===== config.mk =====
export PLATFORM = sky130hd
export DESIGN_NAME = pp_gate_seq
export DESIGN_NICKNAME = d
export VERILOG_FILES = /design/src/rtl/pgs_pkg.sv /design/src/rtl/pgs_int_osc.sv /design/src/rtl/pgs_ext_mon.sv /design/src/rtl/pgs_bbm.sv /design/src/rtl/pgs_softstart.sv /design/src/rtl/pp_gate_seq.sv
export SDC_FILE = /design/constraint.sdc
export NUM_CORES = 1
export LEC_CHECK = 0
export BUFFER_PORTS_ARGS = -buffer_cell sky130_fd_sc_hd__buf_2
export CORE_MARGIN = 2
export CORE_UTILIZATION = 56
export CTS_BUF_LIST = sky130_fd_sc_hd__clkbuf_8
export DETAILED_ROUTE_END_ITERATION = 7
export PLACE_DENSITY = 0.77
export SYNTH_ARGS = -nofsm -noshare
export SYNTH_HDL_FRONTEND = slang
export SYNTH_SLANG_ARGS = --single-unit

===== constraint.sdc =====
create_clock -name clk -period 2.2 [get_ports clk]
set_clock_uncertainty 0.05 [all_clocks]
set_input_delay 0.44 -clock clk [delete_from_list [all_inputs] [get_ports clk]]
set_output_delay 0.44 -clock clk [all_outputs]
set_load 0.1 [all_outputs]

===== src/rtl/pgs_pkg.sv =====
package pgs_pkg;

  typedef enum logic {SRC_INT = 1'b0, SRC_EXT = 1'b1} src_e;

  // Length of one internal half-period for a given dither offset.
  function automatic int half_len(int base, int off);
    return base + off;
  endfunction

  // Next point on the dither triangle.
  function automatic int tri_step(int off, logic up, int span);
    if (span == 0) return 0;
    return up ? off + 1 : off - 1;
  endfunction

  // Direction after moving to 'nxt'; turns around at the span limits.
  function automatic logic tri_dir(int nxt, logic up, int span);
    if (nxt >= span) return 1'b0;
    if (nxt <= -span) return 1'b1;
    return up;
  endfunction

endpackage


===== src/rtl/pgs_int_osc.sv =====
module pgs_int_osc
  import pgs_pkg::*;
#(
  parameter int BASE_HALF   = 20,
  parameter int DITHER_SPAN = 4
) (
  input  logic clk,
  input  logic rst_n,
  input  logic hold_flat,
  output logic tick
);
  localparam int OFF_W = $clog2(DITHER_SPAN + 1) + 1;
  localparam int CNT_W = $clog2(BASE_HALF + DITHER_SPAN + 1);

  logic [CNT_W-1:0]        cnt_q, cnt_ld;
  logic signed [OFF_W-1:0] off_q, off_nx;
  logic                    up_q, up_nx, half_q;
  logic                    period_end;

  assign tick       = (cnt_q == '0);
  assign period_end = tick & half_q;

  always_comb begin
    off_nx = off_q;
    up_nx  = up_q;
    if (hold_flat) begin
      off_nx = '0;
      up_nx  = 1'b1;
    end else if (period_end) begin
      off_nx = OFF_W'(tri_step(int'(off_q), up_q, DITHER_SPAN));
      up_nx  = tri_dir(int'(off_nx), up_q, DITHER_SPAN);
    end
    cnt_ld = CNT_W'(half_len(BASE_HALF, int'(off_nx)) - 1);
  end

  always_ff @(posedge clk or negedge rst_n) begin
    if (!rst_n) begin
      cnt_q  <= CNT_W'(BASE_HALF - 1);
      off_q  <= '0;
      up_q   <= 1'b1;
      half_q <= 1'b0;
    end else begin
      off_q <= off_nx;
      up_q  <= up_nx;
      if (tick) begin
        cnt_q  <= cnt_ld;
        half_q <= ~half_q;
      end else begin
        cnt_q <= cnt_q - 1'b1;
      end
    end
  end

  AST_DITHER_BOUND: assert property (@(posedge clk) disable iff (!rst_n)
    (int'(off_q) <= DITHER_SPAN) && (int'(off_q) >= -DITHER_SPAN));
  AST_DITHER_STEP: assert property (@(posedge clk) disable iff (!rst_n)
    (off_q != $past(off_q)) && !$past(hold_flat) |-> $past(period_end));
  AST_FLAT_EXT: assert property (@(posedge clk) disable iff (!rst_n)
    hold_flat |=> (off_q == '0));

endmodule


===== src/rtl/pgs_ext_mon.sv =====
module pgs_ext_mon #(
  parameter int EXT_TIMEOUT  = 64,
  parameter int RELOCK_EDGES = 3
) (
  input  logic clk,
  input  logic rst_n,
  input  logic ext_clk,
  output logic ext_edge,
  output logic ext_req
);
  localparam int TW = $clog2(EXT_TIMEOUT + 1);
  localparam int GW = $clog2(RELOCK_EDGES + 1);

  logic          s1_q, s2_q, s3_q;
  logic [TW-1:0] gap_q;
  logic [GW-1:0] good_q;
  logic          timed_out;

  assign ext_edge  = s2_q & ~s3_q;
  assign timed_out = (gap_q == TW'(EXT_TIMEOUT));
  assign ext_req   = (good_q == GW'(RELOCK_EDGES));

  always_ff @(posedge clk or negedge rst_n) begin
    if (!rst_n) begin
      s1_q   <= 1'b0;
      s2_q   <= 1'b0;
      s3_q   <= 1'b0;
      gap_q  <= '0;
      good_q <= '0;
    end else begin
      s1_q <= ext_clk;
      s2_q <= s1_q;
      s3_q <= s2_q;
      if (ext_edge)        gap_q <= '0;
      else if (!timed_out) gap_q <= gap_q + 1'b1;
      if (ext_edge) begin
        if (timed_out)    good_q <= GW'(1);
        else if (!ext_req) good_q <= good_q + 1'b1;
      end else if (timed_out) begin
        good_q <= '0;
      end
    end
  end

  AST_TIMEOUT_DROP: assert property (@(posedge clk) disable iff (!rst_n)
    timed_out && !ext_edge |=> !ext_req);
  AST_REQ_NEEDS_EDGE: assert property (@(posedge clk) disable iff (!rst_n)
    $rose(ext_req) |-> $past(ext_edge));

endmodule


===== src/rtl/pgs_bbm.sv =====
module pgs_bbm #(
  parameter int DEAD_CYC = 3
) (
  input  logic clk,
  input  logic rst_n,
  input  logic act,
  input  logic tick,
  output logic g1,
  output logic g2
);
  localparam int DW = $clog2(DEAD_CYC + 2);

  logic          ph_q;
  logic [DW-1:0] dcnt_q;

  always_ff @(posedge clk or negedge rst_n) begin
    if (!rst_n) begin
      ph_q   <= 1'b0;
      dcnt_q <= DW'(DEAD_CYC);
      g1     <= 1'b0;
      g2     <= 1'b0;
    end else if (!act) begin
      ph_q   <= 1'b0;
      dcnt_q <= DW'(DEAD_CYC);
      g1     <= 1'b0;
      g2     <= 1'b0;
    end else if (tick) begin
      ph_q   <= ~ph_q;
      dcnt_q <= DW'(DEAD_CYC);
      g1     <= 1'b0;
      g2     <= 1'b0;
    end else if (dcnt_q != '0) begin
      dcnt_q <= dcnt_q - 1'b1;
      g1     <= 1'b0;
      g2     <= 1'b0;
    end else begin
      g1 <= ~ph_q;
      g2 <= ph_q;
    end
  end

  AST_NO_OVERLAP: assert property (@(posedge clk) disable iff (!rst_n)
    !(g1 && g2));
  AST_GAP_G1: assert property (@(posedge clk) disable iff (!rst_n)
    $rose(g1) |-> !g2 && $past(!g2));
  AST_GAP_G2: assert property (@(posedge clk) disable iff (!rst_n)
    $rose(g2) |-> !g1 && $past(!g1));
  AST_IDLE_OFF: assert property (@(posedge clk) disable iff (!rst_n)
    !act |=> !g1 && !g2);

endmodule


===== src/rtl/pgs_softstart.sv =====
module pgs_softstart #(
  parameter int SS_STEP = 8,
  parameter int SS_W    = 4
) (
  input  logic            clk,
  input  logic            rst_n,
  input  logic            act,
  output logic [SS_W-1:0] level
);
  localparam int SW = $clog2(SS_STEP + 1);

  logic [SW-1:0] sc_q;

  always_ff @(posedge clk or negedge rst_n) begin
    if (!rst_n) begin
      sc_q  <= '0;
      level <= '0;
    end else if (!act) begin
      sc_q  <= '0;
      level <= '0;
    end else if (level != '1) begin
      if (sc_q == SW'(SS_STEP - 1)) begin
        sc_q  <= '0;
        level <= level + 1'b1;
      end else begin
        sc_q <= sc_q + 1'b1;
      end
    end
  end

  AST_SS_CLEAR: assert property (@(posedge clk) disable iff (!rst_n)
    !act |=> (level == '0));
  AST_SS_STEP: assert property (@(posedge clk) disable iff (!rst_n)
    act && $past(act) |-> (level == $past(level)) || (level == $past(level) + 1'b1));

endmodule


===== src/rtl/pp_gate_seq.sv =====
module pp_gate_seq
  import pgs_pkg::*;
#(
  parameter int BASE_HALF    = 20,
  parameter int DITHER_SPAN  = 4,
  parameter int DEAD_CYC     = 3,
  parameter int EXT_TIMEOUT  = 64,
  parameter int RELOCK_EDGES = 3,
  parameter int SS_STEP      = 8,
  parameter int SS_W         = 4
) (
  input  logic            clk,
  input  logic            rst_n,
  input  logic            en,
  input  logic            uvlo,
  input  logic            ext_clk,
  output logic            g1,
  output logic            g2,
  output logic            drive_en,
  output logic [SS_W-1:0] ss_level,
  output logic            clk_src
);
  logic act_q;
  logic int_tick, ext_edge, ext_req, sel_tick;
  src_e src_q;

  always_ff @(posedge clk or negedge rst_n) begin
    if (!rst_n) act_q <= 1'b0;
    else        act_q <= en & ~uvlo;
  end

  pgs_int_osc #(.BASE_HALF(BASE_HALF), .DITHER_SPAN(DITHER_SPAN)) u_osc (
    .clk(clk), .rst_n(rst_n), .hold_flat(src_q == SRC_EXT), .tick(int_tick)
  );

  pgs_ext_mon #(.EXT_TIMEOUT(EXT_TIMEOUT), .RELOCK_EDGES(RELOCK_EDGES)) u_ext (
    .clk(clk), .rst_n(rst_n), .ext_clk(ext_clk), .ext_edge(ext_edge), .ext_req(ext_req)
  );

  // Source changes only on an internal phase boundary.
  always_ff @(posedge clk or negedge rst_n) begin
    if (!rst_n)        src_q <= SRC_INT;
    else if (int_tick) src_q <= ext_req ? SRC_EXT : SRC_INT;
  end

  assign sel_tick = (src_q == SRC_EXT) ? ext_edge : int_tick;

  pgs_bbm #(.DEAD_CYC(DEAD_CYC)) u_bbm (
    .clk(clk), .rst_n(rst_n), .act(act_q), .tick(sel_tick), .g1(g1), .g2(g2)
  );

  pgs_softstart #(.SS_STEP(SS_STEP), .SS_W(SS_W)) u_ss (
    .clk(clk), .rst_n(rst_n), .act(act_q), .level(ss_level)
  );

  assign drive_en = act_q;
  assign clk_src  = (src_q == SRC_EXT);

  AST_SWITCH_ON_BOUNDARY: assert property (@(posedge clk) disable iff (!rst_n)
    (clk_src != $past(clk_src)) |-> $past(int_tick));
  AST_LOCK_NEEDS_REQ: assert property (@(posedge clk) disable iff (!rst_n)
    $rose(clk_src) |-> $past(ext_req));
  AST_FALLBACK_NEEDS_DROP: assert property (@(posedge clk) disable iff (!rst_n)
    $fell(clk_src) |-> $past(!ext_req));

endmodule


==> run_results.csv <==
group,metric,value,unit
run_status,status,"finished, final reports clean",
pwr,p_int,1620,uW
final_layout,drive_gt1_share,24.9,%
drt,final_antenna_net_count,0,
final_layout,multi_input_area,1050,um^2
final_layout,final_common_cell,"dfrtp_1",
pwr,p_per_area,1030,nW/um^2
timing,fin_tns_setup,0,ns
final_layout,syn_to_final_growth,17.4,%
grt,grt_max_degree,18,
floorplan,die_w,64.7,um
pwr,switching_share,35.0,%
timing,hold_viol,0,
yosys,netlist_instances,201,
timing,setup_violations,0,
timing,period_needed,2.15,ns
cts,root_buffer,"clkbuf_8",
floorplan,rows,22,
floorplan,start_util,57.3,%
worst_setup_path,start_kind,"register",
timing,worstMarginPinSlew,0.631,ns
worst_setup_path,reg2regPathDepth,7,
cts,clockBufferDepth,2,
worst_hold_path,hp-class,"input pin to asynchronous set/reset pin",
timing,fin_crit_sh,97.9,%
pwr,clock_power_share,24.5,%
worst_setup_path,cp_slowest_cell,"dfstp_2",
cts,cts_max_level,2,
place,hpwl,2840,um
pwr,pwr-share-seq,40.6,%
timing,rsz0062_at_grt,"true",
cts,clkSinkCount,39,
yosys,synth.avg_cell_area,10.3,um^2
yosys,ys_warn_count,0,
final_layout,layout_common_cells,"dfrtp_1 (31), nand2_1 (19), nor2_1 (15), buf_4 (14), buf_2 (12)",
final_layout,num-nets-final,246,
yosys,ys_async_sr_fraction,100,%
yosys,synthDistinctLibCells,43,
grt,antenna_found_initial,0,
timing,relSlewSlack,57.8,%
cts,path_clk_slew,0.08,ns
final_layout,fillers,287,
grt,grt-ovfl-total,0,
place,io_buffers,12,
final_layout,fin_util,67.2,%
grt,grt_pass1_vias,1573,
drt,drt_iter0_markers,69,
pwr,power.leakage,0.00116,uW
floorplan,dieArea,4190,um^2
place,gp_congestion,0.880,
yosys,seq_area_frac_synth,47.6,%
cts,cts_tree,"built",
floorplan,ios,13,
worst_setup_path,critPathTopFamily,"flip-flops",
worst_setup_path,path_buf_inv,1,
grt,track_usage,21.3,%
cts,numCtsBuffers,5,
pwr,combPwrFrac,34.9,%
drt,routed_wl,3850,um
timing,max_freq,464,MHz
worst_setup_path,path_cells,"inv_2 -> ha_4 -> a21o_1 -> a21oi_2 -> mux2i_2 -> xor3_1 -> o31ai_2",
floorplan,fp.coreArea,3610,um^2
drt,drc_errors,0,
yosys,synth-edff-count,0,
pwr,switchingPower,874,uW
drt,drt-pass1-iter-count,4,
drt,drt-vias-per-instance,5.44,
cts,hold_buffers,0,
worst_setup_path,worstReg2RegStart,"u_osc.up_q",
worst_setup_path,slowest_delay,0.54,ns
yosys,synthesis.nets,219,
timing,maxSlewViolCount,0,
worst_setup_path,rrSetupSlack,0.05,ns
worst_setup_path,worstPathRequired,2.35,ns
yosys,ys_ff_latch,39,
yosys,netlist_area,2060,um^2
worst_setup_path,r2r_end,"u_osc.cnt_q[3]",
floorplan,die_h,64.7,um
worst_setup_path,end_kind,"register",
drt,wire_per_inst,13.9,um
worst_setup_path,cp_data_arrival_time,2.31,ns
pwr,worst_ir_drop_vdd,0.439,mV
drt,num_vias,1506,
cts,clkLatencyLatePin,0.29,ns
final_layout,regArea,986,um^2
yosys,synth_flop_cell,"dfrtp_1",
run,max_cap_violations,0,
grt,grt_pass1_wl,6780,um
worst_setup_path,path_max_fanout,4,
final_layout,diodes,0,
worst_setup_path,worst-setup-path-type,"register to register",
-- routing by layer --
layer / part of all wire (%) / up-vias / global-route usage [%]
li1: - / 739 / -
met4: 1.8 / 0 / 10.4
met1: 43 / 733 / 24.4
met2: 52 / 26 / 37.9
met3: 3.2 / 8 / 4.17
met5: 0 / - / 0
-- layout make-up --
| class | instances | share of cell area [%] |
|---|---|---|
| clock buffer | 6 | 3.41 |
| clock inverter | 2 | 1.45 |
| inverter | 13 | 2.01 |
| multi-input combinational | 143 | 43.2 |
| sequential | 39 | 40.7 |
| tap | 48 | 2.48 |
| timing repair buffer | 26 | 6.81 |
-- what timing repair did --
action                                 4_1_cts  5_1_grt
pin swaps                                    3        4
gates resized for setup                      1        4
setup endpoints to repair                    4        6
buffers inserted                             1        0
endpoints found under the hold margin        0        0
cloned                                       0        0
-- worst max path at each step --
| stage | startpoint | end | slack [ns] | depth (start not counted) |
|---|---|---|---|---|
| global route | u_osc.up_q | u_osc.cnt_q[3] | -0.05 | 7 |
| floorplan | u_ss.level[3] | u_ss.level[3] | -0.006 | 5 |
| CTS | u_osc.up_q | u_osc.cnt_q[4] | 0.002 | 7 |
| detailed placement | u_osc.up_q | u_osc.cnt_q[4] | -0.03 | 7 |
| finish | u_osc.up_q | u_osc.cnt_q[3] | 0.05 | 7 |
| global placement | u_osc.cnt_q[0] | u_bbm.g2 | 0.03 | 8 |
-- state kept, by name (all words and copies together), names as in the netlist, 2 cells and up --
name,count
u_ext.gap_q,7
u_ext.good_q,2
u_bbm.dcnt_q,3
u_ss.sc_q,4
u_osc.cnt_q,5
u_ss.level,4
u_osc.off_q,4
-- metrics by stage --
step,power (uW),hold slack [ns],worst slack (ns),std cells,area [um^2]
global placement,1810,0.289,0.0335,268,2280
CTS,2500,0.0121,0.00243,277,2410
detailed placement,1870,0.287,-0.0254,268,2280
global route,2670,0.0165,-0.0474,277,2420
floorplan,1600,0.0944,-0.00602,201,2090
finish,2500,0.0128,0.0454,277,2420
-- power groups by stage --
stage / Clock, uW / Sequential (uW) / Combinational, uW
6_report: 613 / 1020 / 871
2_1_floorplan: 0 / 1060 / 548
3_3_place_gp: 0 / 1010 / 801
5_1_grt: 654 / 1040 / 980
4_1_cts: 629 / 1010 / 860
3_5_place_dp: 0 / 1020 / 847
-- synthesized netlist by cell type (2+ instances only) --
cell	count	area share [%]
nand4_1	3	0.91
a21oi_1	10	2.4
nor2_1	16	2.9
dfrtp_1	33	40
a21boi_0	2	0.73
mux2i_1	5	2.4
xnor2_1	11	4.7
nand3_1	5	1.2
and3_1	5	1.5
and2_1	7	2.1
ha_1	12	7.3
o21ai_0	8	1.9
clkbuf_1	5	0.91
or3_1	2	0.61
nand2_1	19	3.5
nor3_1	5	1.2
xor2_1	7	3.0
nor3_2	2	0.97
inv_1	12	2.2
dfstp_2	6	7.6
nor2b_1	4	1.2
-- cell families after synthesis --
| group | count (synthesis) | share of synthesized area [%] |
|---|---|---|
| and+or+nand+nor | 74 | 19.1 |
| DFF | 39 | 47.6 |
| buffers and inverters | 19 | 3.64 |
| adders and majority gates | 13 | 8.24 |
| xor gates and xnor gates | 19 | 8.79 |
| muxes | 6 | 2.97 |
| AOI/OAI and AO/OA | 31 | 9.64 |
Power figures use the tool's default switching activity.
